### config.mk
export PLATFORM = sky130hd
export DESIGN_NAME = spi_hold_frontend
export DESIGN_NICKNAME = d
export VERILOG_FILES = /design/src/rtl/spi_hold_pkg.sv /design/src/rtl/spi_sync.sv /design/src/rtl/spi_hold_ctrl.sv /design/src/rtl/spi_shifter.sv /design/src/rtl/spi_busy_timer.sv /design/src/rtl/spi_hold_frontend.sv
export SDC_FILE = /design/constraint.sdc
export NUM_CORES = 1
export LEC_CHECK = 0
export BUFFER_PORTS_ARGS = -buffer_cell sky130_fd_sc_hd__buf_4
export CORE_MARGIN = 1.5
export CORE_UTILIZATION = 50
export DETAILED_ROUTE_END_ITERATION = 7
export GPL_TIMING_DRIVEN = 0
export PLACE_DENSITY = 0.72
export SLEW_MARGIN = 25
export SYNTH_ARGS = -nofsm -noshare
export SYNTH_HDL_FRONTEND = slang
export SYNTH_SLANG_ARGS = --single-unit
### constraint.sdc
create_clock -name clk -period 1.9 [get_ports clk]
set_input_delay 0.285 -clock clk [delete_from_list [all_inputs] [get_ports clk]]
set_output_delay 0.285 -clock clk [all_outputs]
set_load 0.02 [all_outputs]
### src/rtl/spi_hold_pkg.sv
// Shared definitions for the hold-capable SPI front end.
// Assumes the pin bundle is synchronized as one vector.
package spi_hold_pkg;
    localparam int unsigned SYNC_STAGES = 2;

    typedef struct packed {
        logic cs_n;
        logic hold_n;
        logic sck;
        logic si;
        logic wp_n;
    } pin_s;

    // Idle level of each pin: deselected, not paused, clock low, unprotected
    localparam pin_s PIN_IDLE = '{cs_n: 1'b1, hold_n: 1'b1, sck: 1'b0, si: 1'b0, wp_n: 1'b1};
endpackage

### src/rtl/spi_sync.sv
// Multi-stage synchronizer for a vector of asynchronous pins.
// Assumes each bit is independent; reset loads RST_VAL into all stages.
module spi_sync #(
    parameter int unsigned W       = 5,
    parameter int unsigned STAGES  = 2,
    parameter logic [W-1:0] RST_VAL = '0
) (
    input  logic         clk,
    input  logic         rst_n,
    input  logic [W-1:0] d,
    output logic [W-1:0] q
);
    logic [W-1:0] stage [STAGES];

    // First stage captures the raw pins
    always_ff @(posedge clk) begin
        if (!rst_n) stage[0] <= RST_VAL;
        else        stage[0] <= d;
    end

    for (genvar s = 1; s < STAGES; s++) begin : g_stage
        // Each later stage re-registers the one before
        always_ff @(posedge clk) begin
            if (!rst_n) stage[s] <= RST_VAL;
            else        stage[s] <= stage[s-1];
        end
    end

    assign q = stage[STAGES-1];
endmodule

### src/rtl/spi_hold_ctrl.sv
// Pause state machine and SCK edge detector.
// Assumes synchronized inputs. The paused state changes only after a low SCK
// sample, and edges are suppressed while paused.
module spi_hold_ctrl (
    input  logic clk,
    input  logic rst_n,
    input  logic cs_n_s,
    input  logic hold_n_s,
    input  logic sck_s,
    output logic held,
    output logic sck_rise,
    output logic sck_fall,
    output logic abort
);
    logic sck_prev;
    logic cs_prev;

    // Pause state: follows the hold pin only during SCK low, cleared when deselected
    always_ff @(posedge clk) begin
        if (!rst_n)        held <= 1'b0;
        else if (cs_n_s)   held <= 1'b0;
        else if (!sck_s)   held <= ~hold_n_s;
    end

    // History of SCK and chip select for edge detection
    always_ff @(posedge clk) begin
        if (!rst_n) begin
            sck_prev <= 1'b0;
            cs_prev  <= 1'b1;
        end else begin
            sck_prev <= sck_s;
            cs_prev  <= cs_n_s;
        end
    end

    // Abort pulse when chip select rises while paused
    always_ff @(posedge clk) begin
        if (!rst_n) abort <= 1'b0;
        else        abort <= cs_n_s & ~cs_prev & held;
    end

    assign sck_rise = sck_s & ~sck_prev & ~cs_n_s & ~held;
    assign sck_fall = ~sck_s & sck_prev & ~cs_n_s & ~held;
endmodule

### src/rtl/spi_shifter.sv
// Mode-0 shift engine: captures on rise, advances SO on fall, MSB first.
// Assumes rise/fall are already gated by the pause state. Deselect resets the count.
module spi_shifter #(
    parameter int unsigned DATA_W = 8,
    localparam int unsigned CW    = $clog2(DATA_W)
) (
    input  logic              clk,
    input  logic              rst_n,
    input  logic              sel,
    input  logic              rise,
    input  logic              fall,
    input  logic              si_s,
    input  logic [DATA_W-1:0] tx_data,
    output logic              so_bit,
    output logic [DATA_W-1:0] rx_byte,
    output logic              rx_valid,
    output logic [CW-1:0]     bit_cnt
);
    localparam logic [CW-1:0] LAST = CW'(DATA_W - 1);

    logic [DATA_W-1:0] rx_sh;
    logic [DATA_W-1:0] tx_sh;

    // Receive path: shift on rise, publish the byte after the last bit
    always_ff @(posedge clk) begin
        if (!rst_n) begin
            rx_sh    <= '0;
            rx_byte  <= '0;
            rx_valid <= 1'b0;
            bit_cnt  <= '0;
        end else begin
            rx_valid <= 1'b0;
            if (!sel) begin
                bit_cnt <= '0;
            end else if (rise) begin
                rx_sh   <= {rx_sh[DATA_W-2:0], si_s};
                bit_cnt <= (bit_cnt == LAST) ? '0 : bit_cnt + 1'b1;
                if (bit_cnt == LAST) begin
                    rx_byte  <= {rx_sh[DATA_W-2:0], si_s};
                    rx_valid <= 1'b1;
                end
            end
        end
    end

    // Transmit path: preload while deselected, reload at byte end, else shift on fall
    always_ff @(posedge clk) begin
        if (!rst_n)                   tx_sh <= '0;
        else if (!sel)                tx_sh <= tx_data;
        else if (fall && bit_cnt == '0) tx_sh <= tx_data;
        else if (fall)                tx_sh <= {tx_sh[DATA_W-2:0], 1'b0};
    end

    assign so_bit = tx_sh[DATA_W-1];
endmodule

### src/rtl/spi_busy_timer.sv
// Countdown standing in for a self-timed program or erase cycle.
// Assumes start is ignored while counting; the pause state has no input here.
module spi_busy_timer #(
    parameter int unsigned CYCLES = 40,
    localparam int unsigned BW    = $clog2(CYCLES + 1)
) (
    input  logic          clk,
    input  logic          rst_n,
    input  logic          start,
    output logic          busy,
    output logic [BW-1:0] cnt
);
    // Load on start when idle, then count down to zero
    always_ff @(posedge clk) begin
        if (!rst_n)                 cnt <= '0;
        else if (cnt != '0)         cnt <= cnt - 1'b1;
        else if (start)             cnt <= BW'(CYCLES);
    end

    assign busy = (cnt != '0);
endmodule

### src/rtl/spi_hold_frontend.sv
// Top of the hold-capable SPI slave front end.
// Assumes clk is several times faster than SCK. Pins go through two-flop
// synchronizers; so is meaningful only while so_oe is 1.
module spi_hold_frontend
    import spi_hold_pkg::*;
#(
    parameter int unsigned DATA_W      = 8,
    parameter int unsigned BUSY_CYCLES = 40
) (
    input  logic              clk,
    input  logic              rst_n,
    input  logic              cs_n,
    input  logic              hold_n,
    input  logic              sck,
    input  logic              si,
    input  logic              wp_n,
    input  logic [DATA_W-1:0] tx_data,
    input  logic              wel_set,
    input  logic              busy_start,
    output logic              so,
    output logic              so_oe,
    output logic [DATA_W-1:0] rx_byte,
    output logic              rx_valid,
    output logic              abort,
    output logic              wel,
    output logic              busy,
    output logic              wp_prot
);
    localparam int unsigned CW = $clog2(DATA_W);
    localparam int unsigned BW = $clog2(BUSY_CYCLES + 1);

    pin_s          pins_raw;
    pin_s          pins_s;
    logic          held;
    logic          sck_rise;
    logic          sck_fall;
    logic          so_bit;
    logic [CW-1:0] bit_cnt;
    logic [BW-1:0] busy_cnt;

    assign pins_raw = '{cs_n: cs_n, hold_n: hold_n, sck: sck, si: si, wp_n: wp_n};

    spi_sync #(.W($bits(pin_s)), .STAGES(SYNC_STAGES), .RST_VAL(PIN_IDLE)) u_sync (
        .clk(clk), .rst_n(rst_n), .d(pins_raw), .q(pins_s)
    );

    spi_hold_ctrl u_ctrl (
        .clk(clk), .rst_n(rst_n), .cs_n_s(pins_s.cs_n), .hold_n_s(pins_s.hold_n),
        .sck_s(pins_s.sck), .held(held), .sck_rise(sck_rise), .sck_fall(sck_fall),
        .abort(abort)
    );

    spi_shifter #(.DATA_W(DATA_W)) u_shift (
        .clk(clk), .rst_n(rst_n), .sel(~pins_s.cs_n), .rise(sck_rise), .fall(sck_fall),
        .si_s(pins_s.si), .tx_data(tx_data), .so_bit(so_bit), .rx_byte(rx_byte),
        .rx_valid(rx_valid), .bit_cnt(bit_cnt)
    );

    spi_busy_timer #(.CYCLES(BUSY_CYCLES)) u_busy (
        .clk(clk), .rst_n(rst_n), .start(busy_start), .busy(busy), .cnt(busy_cnt)
    );

    // Write-enable latch: abort clears with priority over a set request
    always_ff @(posedge clk) begin
        if (!rst_n)                            wel <= 1'b0;
        else if (pins_s.cs_n && held)          wel <= 1'b0;
        else if (wel_set)                      wel <= 1'b1;
    end

    assign so_oe   = ~pins_s.cs_n & ~held;
    assign so      = so_oe & so_bit;
    assign wp_prot = ~pins_s.wp_n;
endmodule

==> results_dict.tcl, run 1 <==
set metrics [dict create \
    status "finished, final reports clean" \
    ys.flop_type "dfxtp_1" \
    cts-htree-levels 2 \
    fin_worst_skew_ns 0.00599 \
    timing.rr.start "u_shift.bit_cnt[0]" \
    crit_arrival_ns 1.42 \
    min_path_type "in -> reg" \
    cap_violations 0 \
    hold_depth 2 \
    setup_tns_ns 0 \
    cts_buffers 5 \
    antenna_found_initial 0 \
    leakagePower_nw 0.914 \
    insertion_delay_ns 0.30 \
    dp_slack_ns 0.432 \
    drt_iter0_markers 48 \
    finalCriticalPeriod_ns 1.71 \
    io_buffers 31 \
    die-height_um 64.3 \
    slew_violations 0 \
    ir_worst_vdd_mv 0.648 \
    min_from "cs_n" \
    clock-sinks 48 \
    syn_area_per_cell_um2 9.12 \
    intPower_mw 1.68 \
    drive_above_1_share 0.224 \
    final_hold_viol_count 0 \
    combPwrFrac 0.187 \
    fin_nets 265 \
    power_density_nw_per_um2 995 \
    dieArea_um2 4140 \
    n_fill_cell 359 \
    synth_area_um2 1880 \
    slew_headroom 0.705 \
    gp_congestion 0.774 \
    cts_resized 0 \
    rrSetupSlack_ns 0.41 \
    die_w_um 64.3 \
    pwr-share-seq 0.502 \
    grt_usage 0.168 \
    setup_violations 0 \
    worst-r2r-cell-count 7 \
    crit_path_end_kind "output pin" \
    grt_pass1_wl_mm 5.26 \
    drtPass1Iterations 4 \
    critical_path_required_ns 1.62 \
    synth-edff-count 0 \
    io_pins 32 \
    cts_hold_buf 0 \
    cp_max_fo 8 \
    ys_seq_area_frac 0.511 \
    diodes 0 \
    setup_ws_ns 0.193 \
    syn-instance-count 206 \
    clock_path_buffers 2 \
    drc_errors 0 \
    yosys_warnings 0 \
    rsz0062_at_grt "no" \
    switchingPower_mw 0.585 \
    ys_async_sr_fraction 0 \
    hpwl_mm 2.17 \
    fin_crit_sh 0.898 \
    start_util 0.517 \
    grt_pass1_vias 1235 \
    ant_nets 0 \
    drt-total-wl_mm 3.07 \
    worstSetupStartpointType "flop" \
    netSwitchingFraction 0.258 \
    synthToLayoutAreaGrowth_pct 21.3 \
    post-cts-setup-buffer-count 0 \
    synth.distinct_cells 31 \
    max_clock_freq_mhz 586 \
    core-area_um2 3630 \
    r2r_end "u_shift.tx_sh[1]" \
    holdPathEnd "u_sync.stage[0][4]" \
    tightest_slew_ns 0.440 \
    cts_tree "built" \
    vias 1403 \
    synthesis.nets 227 \
    rows 22 \
    pwr-share-clk 0.312 \
    post_drt_wl_per_cell_um 10.5 \
    viasPerCell 4.79 \
    ctsRootBufferMaster "clkbuf_8" \
    ys_ff_latch 48 \
    overflow 0 \
    grt_max_degree 15 \
    criticalPathCategory "reg -> out" \
    cts.clk_slew.worst_paths_ns 0.08 \
]
-- layer usage --
metal	up-vias	wire length, um	global-route usage	part of all wire
met3	5	146	0.0704	0.048
li1	756	-	-	-
met5	-	0	0	0
met1	615	1520	0.196	0.50
met4	0	52	0.0798	0.017
met2	27	1350	0.267	0.44
-- critical path, stage by stage, from the launching register on --
cell	delay [ns]
dfxtp_1	0.33
inv_1	0.11
ha_1	0.29
nand3b_2	0.19
buf_4	0.20
-- flip-flops by register name, indices dropped and copies added, names as in the netlist --
name,cells
u_ctrl.abort,1
u_shift.rx_sh,7
u_shift.tx_sh,8
u_busy.cnt,6
u_ctrl.sck_prev,1
u_shift.bit_cnt,3
u_ctrl.cs_prev,1
u_shift.rx_byte,8
u_ctrl.held,1
u_shift.rx_valid,1
wel,1
u_sync.stage,10
-- area by class of cell --
cell class              count  area (um^2)  area share
flip-flops and latches     48          961       0.422
repair buffers             31          233       0.102
well taps                  48         60.1      0.0263
clock inverters             2         35.0      0.0154
plain buffers               9         45.0      0.0198
inverters                   5         18.8     0.00823
clock buffers               6         72.6      0.0318
multi-input cells         144          855       0.375
-- per-stage QoR --
step	cell area [um^2]	power (mW)	hold slack, ns	instances	util
5_1_grt	2280	2.39	0.139	293	0.627
6_report	2280	2.27	0.160	293	0.627
3_3_place_gp	2170	1.58	0.390	285	0.598
3_5_place_dp	2170	1.59	0.392	285	0.598
2_1_floorplan	1880	1.47	0.358	206	-
4_1_cts	2280	2.30	0.154	293	0.627
-- kinds of logic (layout without fill, tap and decap cells) --
family / count (synthesis) / in the layout / synth area share
buffers and inverters: 14 / 53 / 0.0339
AND/OR/NAND/NOR: 93 / 93 / 0.247
AO/OA/AOI/OAI: 44 / 44 / 0.167
flip-flops: 48 / 48 / 0.511
adder cells (fa/ha/maj): 4 / 4 / 0.0266
XOR/XNOR: 3 / 3 / 0.0140
-- how the worst max path moves through the flow --
stage	start	endpoint	slack, ns	cells past startpoint
6_report	u_busy.cnt[0]	busy	0.19	4
4_1_cts	u_busy.cnt[0]	busy	0.17	4
3_3_place_gp	u_shift.bit_cnt[0]	u_shift.tx_sh[0]	0.44	7
3_5_place_dp	u_shift.bit_cnt[0]	u_shift.tx_sh[0]	0.43	7
5_1_grt	u_busy.cnt[0]	busy	0.07	4
2_1_floorplan	u_shift.bit_cnt[0]	u_shift.tx_sh[0]	0.55	7
-- synthesized netlist by cell type (3+ instances only) --
library cell | count | share of area
a21boi_0 | 9 | 0.036
ha_1 | 4 | 0.027
o21a_1 | 3 | 0.012
clkbuf_1 | 4 | 0.0080
a31oi_1 | 7 | 0.023
dfxtp_1 | 48 | 0.51
nor2_1 | 6 | 0.012
o21ai_0 | 9 | 0.024
a21boi_2 | 8 | 0.048
buf_2 | 3 | 0.0080
nand2_1 | 52 | 0.10
a21oi_1 | 6 | 0.016
nor3_1 | 5 | 0.013
inv_1 | 5 | 0.010
and2_1 | 8 | 0.027
nand2b_1 | 7 | 0.023
nor2b_1 | 4 | 0.013
-- cell usage in the layout, fill, tap and decap left out, drive strengths merged, types with 7 or more instances in the layout --
cell type   n
nand2      52
dfxtp      48
buf        36
a21boi     17
clkbuf     10
o21ai       9
and2        8
nand2b      7
a31oi       7
-- power by group through the flow --
stage               Sequential [mW]  Clock, mW  Combinational [mW]
finish                         1.14      0.707               0.423
global route                   1.15      0.776               0.471
CTS                            1.14      0.733               0.429
detailed placement             1.16          0               0.426
global placement               1.16          0               0.420
floorplan                      1.15          0               0.323
Note: power is estimated with default switching activity, not from simulation.
==> run 2, diff against run 1 <==
Settings changed: SYNTH_HIERARCHICAL from default to 1.
==> run 2 against run 1 <==
  * Cell count shrank 6.1%
  * Worst hold slack gained 0.024 ns
  * Count of clock-buffer cells in the layout shrank 1
  * Setup slack lost 0.10 ns
  * Utilization shrank 0.27 points
  * Register-to-register slack lost 0.16 ns
  * Die area grew 1.0%
  * Power shrank 3.7%
  * Sequential share of layout area shrank 0.14 points
  * Largest cell class unchanged
  * Highest routed layer unchanged
==> results_dict.tcl, run 2 <==
set metrics [dict create \
    tightest_slew_ns 0.459 \
    ys.flop_type "dfxtp_1" \
    cp_max_fo 5 \
    top_regs "u_sync/stage (10), u_shift/rx_byte (8), u_shift/tx_sh (8)" \
    viasPerCell 5.25 \
    crit_chain "inv_1, ha_2, nor3b_4, nand2_1, buf_4" \
    vias 1444 \
    post_drt_wl_per_cell_um 12.1 \
    final_hold_viol_count 0 \
    ir_worst_vdd_mv 0.908 \
    max_clock_freq_mhz 553 \
    synth_area_um2 1900 \
    start_util 0.519 \
    setup_violations 0 \
    grt_pass1_vias 1362 \
    dieArea_um2 4180 \
    min_path_type "in -> reg" \
    synth.distinct_cells 43 \
    drt-total-wl_mm 3.34 \
    ys_ff_latch 48 \
    fin_nets 250 \
    cts_hold_buf 0 \
    grt_usage 0.178 \
    slew_headroom 0.693 \
    synth_top_cell_by_area "dfxtp_1" \
    ys_seq_area_frac 0.506 \
    antenna_found_initial 0 \
    drc_errors 0 \
    cap_violations 0 \
    rsz0062_at_grt "no" \
    clock_path_buffers 2 \
    io_buffers 31 \
    io_pins 32 \
    design_area_um2 2290 \
    ys_top_cells_by_area "dfxtp_1, nand2_1, o221a_1" \
    yosysTopAreaCellShare 0.506 \
    gp_congestion 0.758 \
    place_area_um2 2190 \
    largest_register_ffs 10 \
    slowest_delay_ns 0.34 \
    drtPass1Iterations 4 \
    final_common_cell "dfxtp_1" \
    syn-instance-count 191 \
    die-height_um 64.6 \
    yosys_warnings 6 \
    leakagePower_nw 0.893 \
    cts.clk_slew.worst_paths_ns 0.07 \
    criticalPathCategory "reg -> out" \
    cts_tree "built" \
    ant_nets 0 \
    grt_max_degree 21 \
    cts-htree-levels 2 \
    synth-edff-count 0 \
    rows 22 \
    ys_async_sr_fraction 0 \
    setup_tns_ns 0 \
    critical_path_required_ns 1.62 \
    overflow 0 \
    syn_area_per_cell_um2 9.94 \
    crit_path_end_kind "output pin" \
    diodes 0 \
    crit_path_top_delay_cell "dfxtp_1" \
    drt_iter0_markers 103 \
    final_cell_mix "dfxtp_1, buf_4, nand2_1" \
    setup_ws_ns 0.0917 \
    drive_above_1_share 0.247 \
    fin_crit_sh 0.952 \
    fin_worst_skew_ns 0.00292 \
    synthTopCellsByCount "dfxtp_1, nand2_1, a21boi_0, o21a_1" \
    crit_arrival_ns 1.52 \
    hpwl_mm 2.41 \
    finalCriticalPeriod_ns 1.81 \
    dp_slack_ns 0.105 \
    slew_violations 0 \
    synthesis.nets 212 \
    clock-sinks 48 \
    power_density_nw_per_um2 955 \
    grt_pass1_wl_mm 5.71 \
    cts_buffers 5 \
    insertion_delay_ns 0.28 \
    yosysMostFrequentCell "dfxtp_1" \
    core-area_um2 3660 \
    worstSetupStartpointType "flop" \
    ctsRootBufferMaster "clkbuf_8" \
    regMostFlops "u_sync/stage" \
    synthToLayoutAreaGrowth_pct 20.4 \
    die_w_um 64.6 \
    status "finished, final reports clean" \
]
-- run 2: critical path: cells and delay by family (launching register included) --
family                     cells  cell delay [ns]
buffers and inverters          2             0.28
and+or+nand+nor                2             0.41
DFF                            1             0.34
adders and majority gates      1             0.21
-- run 2: through the flow --
stage / hold WS, ns / std cells / util / power (mW)
6_report: 0.183 / 275 / 0.625 / 2.18
5_1_grt: 0.170 / 275 / 0.625 / 2.31
4_1_cts: 0.173 / 275 / 0.619 / 2.17
3_5_place_dp: 0.397 / 270 / 0.599 / 1.65
3_3_place_gp: 0.390 / 270 / 0.599 / 1.61
2_1_floorplan: 0.358 / 191 / - / 1.51
-- run 2: cells by family after synthesis --
logic type / count (synthesis) / synth area share
and+or+nand+nor: 75 / 0.222
adders and majority gates: 4 / 0.0264
AOI/OAI and AO/OA: 46 / 0.188
buffers and inverters: 14 / 0.0369
muxes: 4 / 0.0211
DFF: 48 / 0.506
-- run 2: repair_timing --
item,CTS,global route
gates resized for setup,1,4
setup buffers,0,0
setup endpoints to repair,1,25
-- run 2: path summary, 6_finish.rpt --
check / startpoint / endpoint / slack (ns) / cells past startpoint
worst max-delay path: u_busy/cnt[0] / busy / 0.09 / 5
worst min-delay path: hold_n / u_sync/stage[0][3] / 0.18 / 2
worst max register to register: u_busy/cnt[0] / u_busy/cnt[5] / 0.25 / 5
worst min register to register: u_sync/stage[0][3] / u_sync/stage[1][3] / 0.42 / 1
-- run 2: power by group --
group | internal [mW] | total, mW | switching, mW
Sequential | 1.08 | 1.17 | 0.0895
Combinational | 0.260 | 0.491 | 0.231
Clock | 0.237 | 0.522 | 0.284
Total | 1.58 | 2.18 | 0.605
-- run 2: area by class of cell --
type,count,area (um^2)
plain buffers,7,43.8
fillers,311,1370
repair buffers,31,233
inverters,7,26.3
well taps,48,60.1
flip-flops and latches,48,961
multi-input cells,129,895
clock buffers,5,68.8
-- run 2: metal layers --
layer  vias up  wire, um  GRT usage
li1        736         -          -
met1       684      1530      0.196
met2        22      1670      0.320
met3         2       115     0.0556
met4         0        23     0.0665
met5         -         0          0
==> run 3, diff against run 2 <==
Settings changed: CTS_BUF_LIST from default to sky130_fd_sc_hd__clkbuf_4.
==> run 3 against run 2 <==
  * Sequential share of layout area grew 0.44 points
  * Clock power shrank 22%
  * First-iteration DRC count grew 27%
  * Largest power group unchanged
  * Via count grew 1.0%
  * Critical path depth is the same
  * Power shrank 3.8%
  * Global-route usage grew 0.30 points
  * Setup slack gained 0.014 ns
  * Critical endpoint unchanged
  * Maximum frequency grew 0.79%
==> results_dict.tcl, run 3 (same netlist as run 2, synthesis figures left out) <==
set metrics [dict create \
    status "finished, final reports clean" \
    ctsRootBufferMaster "clkbuf_4" \
    min_path_type "in -> reg" \
    diodes 0 \
    slew_headroom 0.695 \
    slowest_delay_ns 0.35 \
    io_pins 32 \
    synthToLayoutAreaGrowth_pct 19.2 \
    cts-htree-levels 2 \
    pwr-share-seq 0.558 \
    n_fill_cell 312 \
    worst-r2r-cell-count 5 \
    cts_buffers 5 \
    rows 22 \
    ant_nets 0 \
    final_cells 276 \
    grt_pass1_wl_mm 5.78 \
    final_hold_viol_count 0 \
    leakagePower_nw 0.885 \
    intPower_mw 1.49 \
    worstSetupStartpointType "flop" \
    multiInputGateArea_um2 895 \
    placedCellCount 270 \
    rsz0062_at_grt "no" \
    fin_crit_sh 0.944 \
    largest_register_ffs 10 \
    vias 1459 \
    post_drt_wl_per_cell_um 12.3 \
    cap_violations 0 \
    regMostFlops "u_sync/stage" \
    fin_nets 251 \
    grt_max_degree 21 \
    combPwrFrac 0.248 \
    crit_chain "inv_1, ha_2, nor3b_4, nand2_1, buf_4" \
    clock-sinks 48 \
    drt_iter0_markers 131 \
    antenna_found_initial 0 \
    top_regs "u_sync/stage (10), u_shift/rx_byte (8), u_shift/tx_sh (8)" \
    critical_path_required_ns 1.62 \
    switchingPower_mw 0.616 \
    crit_path_end_kind "output pin" \
    crit_path_top_delay_cell "dfxtp_1" \
    criticalPathCategory "reg -> out" \
    drt-total-wl_mm 3.39 \
    gp_congestion 0.758 \
    design_area_um2 2260 \
    seq_area_um2 961 \
    drtPass1Iterations 4 \
    viasPerCell 5.29 \
    slew_violations 0 \
    core-area_um2 3660 \
    dieArea_um2 4180 \
    final_common_cell "dfxtp_1" \
    netSwitchingFraction 0.293 \
    cp_max_fo 5 \
    setup_violations 0 \
    grt_usage 0.181 \
    cts_tree "built" \
    io_buffers 31 \
    place_area_um2 2190 \
    finalPower_mw 2.10 \
    hpwl_mm 2.41 \
    fin_worst_skew_ns 0.00641 \
    overflow 0 \
    hold_depth 2 \
    insertion_delay_ns 0.35 \
    clock_path_buffers 2 \
    tightest_slew_ns 0.456 \
    drc_errors 0 \
    dp_slack_ns 0.105 \
    max_clock_freq_mhz 557 \
    start_util 0.519 \
    die_w_um 64.6 \
    setup_ws_ns 0.106 \
    power_density_nw_per_um2 929 \
    pwr-share-clk 0.194 \
    setup_tns_ns 0 \
    cts.clk_slew.worst_paths_ns 0.12 \
    grt_pass1_vias 1378 \
    die-height_um 64.6 \
    cts_hold_buf 0 \
    ir_worst_vdd_mv 0.991 \
    final_cell_mix "dfxtp_1, buf_4, nand2_1" \
    crit_arrival_ns 1.51 \
    drive_above_1_share 0.250 \
    finalCriticalPeriod_ns 1.79 \
]
[run 3: cell types whose count changed in the layout (fill, tap and decap cells not counted)]
cell	previous run	this run
clkbuf_4	0	5
clkbuf_8	5	0
buf_4	32	33
[run 3: cell type report]
type / count / share of cell area
Sequential cell: 48 / 0.425
Multi-Input combinational cell: 129 / 0.395
Timing Repair Buffer: 32 / 0.106
Tap cell: 48 / 0.0265
Buffer: 7 / 0.0193
Clock buffer: 5 / 0.0166
Inverter: 7 / 0.0116
[run 3: worst paths after layout]
path	to	slack [ns]	start
worst max-delay path	busy	0.11	u_busy/cnt[0]
worst min-delay path	u_sync/stage[0][3]	0.11	hold_n
worst max register to register	u_busy/cnt[3]	0.25	u_busy/cnt[0]
worst min register to register	u_sync/stage[1][3]	0.43	u_sync/stage[0][3]
[run 3: power groups by stage]
stage	Clock [mW]	Sequential [mW]	Combinational, mW
final	0.408	1.17	0.522
after global placement	0	1.18	0.436
after floorplan	0	1.17	0.338
after CTS	0.423	1.17	0.507
after detailed placement	0	1.18	0.461
after global routing	0.461	1.19	0.568
[run 3: through the flow]
step                      hold slack, ns  utilization
after global routing              0.0995        0.618
after floorplan                    0.358            -
final                              0.111        0.618
after CTS                         0.0995        0.614
after detailed placement           0.397        0.599
after global placement             0.390        0.599
[run 3: what timing repair did]
item / in CTS / in global routing
gates resized for setup: 2 / 3
endpoints found under the setup margin: 1 / 26
setup buffers: 1 / 0
pin swaps: 0 / 0
hold endpoints to repair: 0 / 0
[run 3: critical path: cells and delay by family, from the launching register on]
kind	cells	cell delay [ns]
and+or+nand+nor	2	0.31
adders and majority gates	1	0.21
DFF	1	0.35
buffers and inverters	2	0.28
[run 3: metal layers]
metal | GRT usage | routed length, um | vias to the layer above
met5 | 0 | 0 | -
met4 | 0.101 | 64 | 0
met3 | 0.0399 | 122 | 10
met2 | 0.322 | 1680 | 24
met1 | 0.199 | 1530 | 685
li1 | - | - | 740
